[src/rtl/txint_pkg.sv]
package txint_pkg;

   typedef enum logic [1:0] {
      WB_IGNORE    = 2'd0,
      WB_IMMEDIATE = 2'd1,
      WB_DELAYED   = 2'd2
   } wb_kind_e;

   typedef struct packed {
      logic     set_done;
      wb_kind_e kind;
   } wb_action_t;

endpackage

[src/rtl/txint_wb_classify.sv]
module txint_wb_classify
   import txint_pkg::*;
(
   input  logic       wb_valid,
   input  logic       wb_rs,
   input  logic       wb_ide,
   input  logic       delay_zero,
   output wb_action_t action
);

   always_comb begin
      action.set_done = 1'b0;
      action.kind     = WB_IGNORE;
      if (wb_valid && wb_rs) begin
         action.set_done = 1'b1;
         if (wb_ide && !delay_zero) begin
            action.kind = WB_DELAYED;
         end else begin
            action.kind = WB_IMMEDIATE;
         end
      end
   end

endmodule

[src/rtl/txint_countdown.sv]
module txint_countdown #(
   parameter int CNT_W    = 8,
   parameter int TICK_DIV = 1
) (
   input  logic             clk,
   input  logic             rst,
   input  logic             tick_en,
   input  logic             load,
   input  logic [CNT_W-1:0] load_val,
   input  logic             cancel,
   output logic [CNT_W-1:0] count,
   output logic             expire
);

   localparam int DIV_W = (TICK_DIV > 1) ? $clog2(TICK_DIV) : 1;

   logic             step;
   logic [CNT_W-1:0] count_q;

   generate
      if (TICK_DIV == 1) begin : g_direct
         assign step = tick_en;
      end else begin : g_prescale
         logic [DIV_W-1:0] div_q;
         logic             div_last;
         assign div_last = (div_q == DIV_W'(TICK_DIV - 1));
         assign step     = tick_en && div_last;
         always_ff @(posedge clk) begin
            if (rst || load || cancel) begin
               div_q <= '0;
            end else if (tick_en) begin
               div_q <= div_last ? '0 : div_q + 1'b1;
            end
         end
      end
   endgenerate

   assign expire = step && (count_q == CNT_W'(1));
   assign count  = count_q;

   always_ff @(posedge clk) begin
      if (rst) begin
         count_q <= '0;
      end else if (cancel) begin
         count_q <= '0;
      end else if (load) begin
         count_q <= load_val;
      end else if (step && (count_q != '0)) begin
         count_q <= count_q - 1'b1;
      end
   end


   cnt_load_chk: assert property (@(posedge clk) disable iff (rst)
      load && !cancel |=> count_q == $past(load_val));


   cnt_cancel_chk: assert property (@(posedge clk) disable iff (rst)
      cancel |=> count_q == '0);


   cnt_hold_zero_chk: assert property (@(posedge clk) disable iff (rst)
      (count_q == '0) && !load |=> count_q == '0);


   cnt_idle_chk: assert property (@(posedge clk) disable iff (rst)
      !load && !cancel && !step |=> $stable(count_q));

endmodule

[src/rtl/txint_irq_merge.sv]
module txint_irq_merge (
   input  logic clk,
   input  logic rst,
   input  logic irq_en,
   input  logic imm_req,
   input  logic expire,
   input  logic set_done,
   output logic irq_pulse,
   output logic done_pulse
);

   logic irq_q;
   logic done_q;

   always_ff @(posedge clk) begin
      if (rst) begin
         irq_q  <= 1'b0;
         done_q <= 1'b0;
      end else begin
         irq_q  <= irq_en && (imm_req || expire);
         done_q <= set_done;
      end
   end

   assign irq_pulse  = irq_q;
   assign done_pulse = done_q;


   irq_gate_chk: assert property (@(posedge clk) disable iff (rst)
      !irq_en |=> !irq_pulse);


   irq_source_chk: assert property (@(posedge clk) disable iff (rst)
      !imm_req && !expire |=> !irq_pulse);

endmodule

[src/rtl/txint_delay_ctrl.sv]
module txint_delay_ctrl
   import txint_pkg::*;
#(
   parameter int CNT_W    = 8,
   parameter int TICK_DIV = 1
) (
   input  logic             clk,
   input  logic             rst,
   input  logic             tick_en,
   input  logic             irq_en,
   input  logic [CNT_W-1:0] delay_val,
   input  logic             wb_valid,
   input  logic             wb_rs,
   input  logic             wb_ide,
   input  logic             wb_empty,
   output logic             done_pulse,
   output logic             irq_pulse,
   output logic [CNT_W-1:0] count_val
);

   generate
      if (CNT_W < 2 || CNT_W > 32) begin : g_bad_width
         $error("txint_delay_ctrl: CNT_W must lie in 2..32");
      end
      if (TICK_DIV < 1) begin : g_bad_div
         $error("txint_delay_ctrl: TICK_DIV must be at least 1");
      end
   endgenerate

   wb_action_t action;
   logic       delay_zero;
   logic       do_load;
   logic       do_imm;
   logic       expire;

   assign delay_zero = (delay_val == '0);

   txint_wb_classify u_classify (
      .wb_valid   (wb_valid),
      .wb_rs      (wb_rs),
      .wb_ide     (wb_ide),
      .delay_zero (delay_zero),
      .action     (action)
   );

   assign do_load = (action.kind == WB_DELAYED);
   assign do_imm  = (action.kind == WB_IMMEDIATE);

   txint_countdown #(
      .CNT_W    (CNT_W),
      .TICK_DIV (TICK_DIV)
   ) u_countdown (
      .clk      (clk),
      .rst      (rst),
      .tick_en  (tick_en),
      .load     (do_load),
      .load_val (delay_val),
      .cancel   (do_imm),
      .count    (count_val),
      .expire   (expire)
   );

   txint_irq_merge u_merge (
      .clk        (clk),
      .rst        (rst),
      .irq_en     (irq_en),
      .imm_req    (do_imm),
      .expire     (expire),
      .set_done   (action.set_done),
      .irq_pulse  (irq_pulse),
      .done_pulse (done_pulse)
   );


   done_nodelay_chk: assert property (@(posedge clk) disable iff (rst)
      wb_valid && wb_rs |=> done_pulse);


   empty_done_chk: assert property (@(posedge clk) disable iff (rst)
      wb_valid && wb_empty && !wb_rs |=> !done_pulse);


   rs_clear_chk: assert property (@(posedge clk) disable iff (rst)
      wb_valid && !wb_rs && !tick_en |=> !done_pulse && $stable(count_val));


   zero_delay_chk: assert property (@(posedge clk) disable iff (rst)
      wb_valid && wb_rs && wb_ide && (delay_val == '0) && irq_en |=> irq_pulse && (count_val == '0));


   delayed_quiet_chk: assert property (@(posedge clk) disable iff (rst)
      wb_valid && wb_rs && wb_ide && (delay_val != '0) && !tick_en |=> !irq_pulse);

endmodule

[config.mk]
export PLATFORM = sky130hd
export DESIGN_NAME = txint_delay_ctrl
export DESIGN_NICKNAME = d
export VERILOG_FILES = /design/src/rtl/txint_pkg.sv /design/src/rtl/txint_wb_classify.sv /design/src/rtl/txint_countdown.sv /design/src/rtl/txint_irq_merge.sv /design/src/rtl/txint_delay_ctrl.sv
export SDC_FILE = /design/constraint.sdc
export NUM_CORES = 1
export LEC_CHECK = 0
export BUFFER_PORTS_ARGS = -buffer_cell sky130_fd_sc_hd__buf_2
export CORE_ASPECT_RATIO = 0.6
export CORE_UTILIZATION = 23
export CTS_BUF_LIST = sky130_fd_sc_hd__clkbuf_8
export DETAILED_ROUTE_END_ITERATION = 8
export GPL_TIMING_DRIVEN = 0
export PLACE_DENSITY = 0.42
export RECOVER_POWER = 50
export SYNTH_ARGS = -nofsm -noshare
export SYNTH_HDL_FRONTEND = slang
export SYNTH_SLANG_ARGS = --single-unit
[constraint.sdc]
create_clock -name clk -period 1.9 [get_ports clk]
set_input_delay 0.38 -clock clk [delete_from_list [all_inputs] [get_ports clk]]
set_output_delay 0.38 -clock clk [all_outputs]
set_load 0.02 [all_outputs]
==> impl_metrics.tcl <==
set metrics [dict create \
    leakagePower_nw 0.3235 \
    grt_pass1_vias 569 \
    yosysSeqAreaShare_pct 33.20 \
    htreeDepth 1 \
    fin_area_um2 804.5 \
    holdPathEnd "u_merge.done_pulse$_SDFF_PP0_" \
    min_path_cells 2 \
    dr.pass1.iters 4 \
    rows 13 \
    die_height_um 41.67 \
    worst_pin_slew_ps 639.7 \
    setup_slack_ps 146.9 \
    finalNonFillerCells 130 \
    io_buffers 24 \
    avgViaCountPerCell 4.685 \
    areaGrowthSynthToFinish_pct 33.40 \
    synth_edf_count 0 \
    reg2reg_from "u_countdown.count[1]$_SDFFE_PP0P_" \
    pin_count 26 \
    yosysTopAreaCell "dfxtp_1" \
    synth_seq_cells 10 \
    drive_gt1_share_pct 27.00 \
    vias 609 \
    yosysWarnings 0 \
    layout_common_cells "buf_2 (15), clkbuf_1 (10), dfxtp_1 (10)" \
    place_ws_ps 51.02 \
    nets 119 \
    synth_area_per_cell_um2 8.376 \
    cts.sinks 10 \
    timing.slew.headroom_pct 57.07 \
    min_period_ps 1753 \
    cp.arrival_ps 1910 \
    status "finished, final reports clean" \
    r2r_slack_ps 150 \
    crit_type "reg -> reg" \
    worstReg2RegEnd "u_countdown.count[5]$_SDFFE_PP0P_" \
    holdWs_ps 343.7 \
    place_area_um2 760.7 \
    cts_hold_buf 0 \
    gp_congestion 0.7307 \
    grt_pass1_wl_mm 2.760 \
    post_cts_resized 0 \
    cp-end-kind "register" \
    ys.flop_type "dfxtp_1" \
    setup-tns-final_ps 0 \
    dr.first_iter.drc_count 42 \
    final_common_cell "buf_2" \
    maxCapViolCount 0 \
    synthTopCellsByArea "dfxtp_1 (33%), a21oi_1 (5.0%), a211oi_1 (5.0%), inv_1 (4.4%), ha_1 (4.1%)" \
    hold_violations 0 \
    r2r_cells 4 \
    holdCritPathClass "in -> reg" \
    fin_skew_ps 1.678 \
    startpoint_type "register" \
    initial_utilization_pct 26.11 \
    wl_per_cell_um 12.83 \
    die_w_um 68.11 \
    grt_max_degree 11 \
    drt_wl_total_mm 1.668 \
    dp_hpwl_mm 1.352 \
    syn-num-nets 90 \
    synth.top_cell.area_share_pct 33.20 \
    cp.required_ps 2060 \
    postSynth.asyncResetShare_pct 0 \
    clk_path_buf_depth 2 \
    synth_cell_type_count 33 \
    root_buffer "clkbuf_8" \
    hp-start "rst" \
    cts-buffers-inserted 3 \
    die-area_um2 2838 \
    grt-ovfl-total 0 \
    cts_tree "yes" \
    syn_area_um2 603.1 \
    cp_max_fo 4 \
    insertion_delay_ps 230 \
    grtUsageTotal_pct 13.65 \
    place_inst 126 \
    cts_setup_buffers 0 \
    diodes 0 \
    grt_antenna_before_repair 0 \
    fmax_mhz 570.4 \
    finalSetupViolCount 0 \
    p_per_area_nw_per_um2 1065 \
    slew_violations 0 \
    syn_inst 72 \
    drc 0 \
    design.core.area_um2 2310 \
    peakVddDrop_mv 0.4351 \
    ant_nets 0 \
    clk_pin_slew_ps 50 \
    rsz0062_at_grt "false" \
    fin_crit_sh_pct 92.27 \
]
==> through the flow <==
step / total power [mW] / utilization, %
2_1_floorplan: 0.5054 / -
3_3_place_gp: 0.6034 / 32.94
3_5_place_dp: 0.6041 / 32.94
4_1_cts: 0.8732 / 35.32
5_1_grt: 0.9237 / 34.83
6_report: 0.8565 / 34.83
==> worst max-delay path, stage by stage, from the launching register on <==
cell,delay [ps]
dfxtp_1,340
or4b_4,560
a311oi_2,390
a32oi_1,170
a211oi_2,220
==> logic make-up after synthesis <==
logic type,count (synthesis),synth area share [%]
compound gates,24,29.46
xor+xnor,1,1.453
flops,10,33.19
mux,1,1.660
fa+ha+maj,2,4.149
buf+inv,8,4.979
simple gates,26,25.10
==> Yosys cell counts, types with 2 or more instances <==
| cell type | count |
|---|---|
| dfxtp_1 | 10 |
| inv_1 | 7 |
| or3_1 | 2 |
| a21oi_1 | 6 |
| a211oi_1 | 4 |
| o21ai_0 | 2 |
| nor2_1 | 6 |
| nor4_1 | 2 |
| nor3_1 | 2 |
| nand2_1 | 6 |
| and3_1 | 2 |
| ha_1 | 2 |
==> power by group <==
group          internal, mW  switching, mW
Sequential            0.241         0.0422
Clock                 0.182         0.0805
Combinational         0.130          0.181
==> worst max path at each step <==
stage	from	to	slack [ps]	depth (start not counted)
detailed placement	tick_en	u_countdown.count[5]$_SDFFE_PP0P_	50	5
global route	u_countdown.count[2]$_SDFFE_PP0P_	u_countdown.count[5]$_SDFFE_PP0P_	80	4
finish	u_countdown.count[1]$_SDFFE_PP0P_	u_countdown.count[5]$_SDFFE_PP0P_	150	4
global placement	tick_en	u_countdown.count[5]$_SDFFE_PP0P_	40	5
floorplan	u_countdown.count[1]$_SDFFE_PP0P_	u_countdown.count[5]$_SDFFE_PP0P_	250	4
CTS	u_countdown.count[1]$_SDFFE_PP0P_	u_countdown.count[5]$_SDFFE_PP0P_	160	4
==> sequential cells by signal, summed over array words and instances, names as in the netlist <==
name and cells:
u_merge.done_pulse 1, u_merge.irq_pulse 1, u_countdown.count 8
==> final cells by class <==
cell class	instances	area, µm²
multi-input combinational	54	372.9
tap	30	37.54
buffer	1	3.754
inverter	7	26.28
clock buffer	4	55.05
timing repair buffer	24	108.9
fill	251	1505
sequential	10	200.2
==> per-layer routing <==
layer  global-route usage [%]  wire length [µm]
met5                        0                 0
met3                    4.945                92
met4                    2.500                 0
met2                    15.29               557
met1                    23.01              1018
No activity file was read; power rests on OpenSTA's default activity.
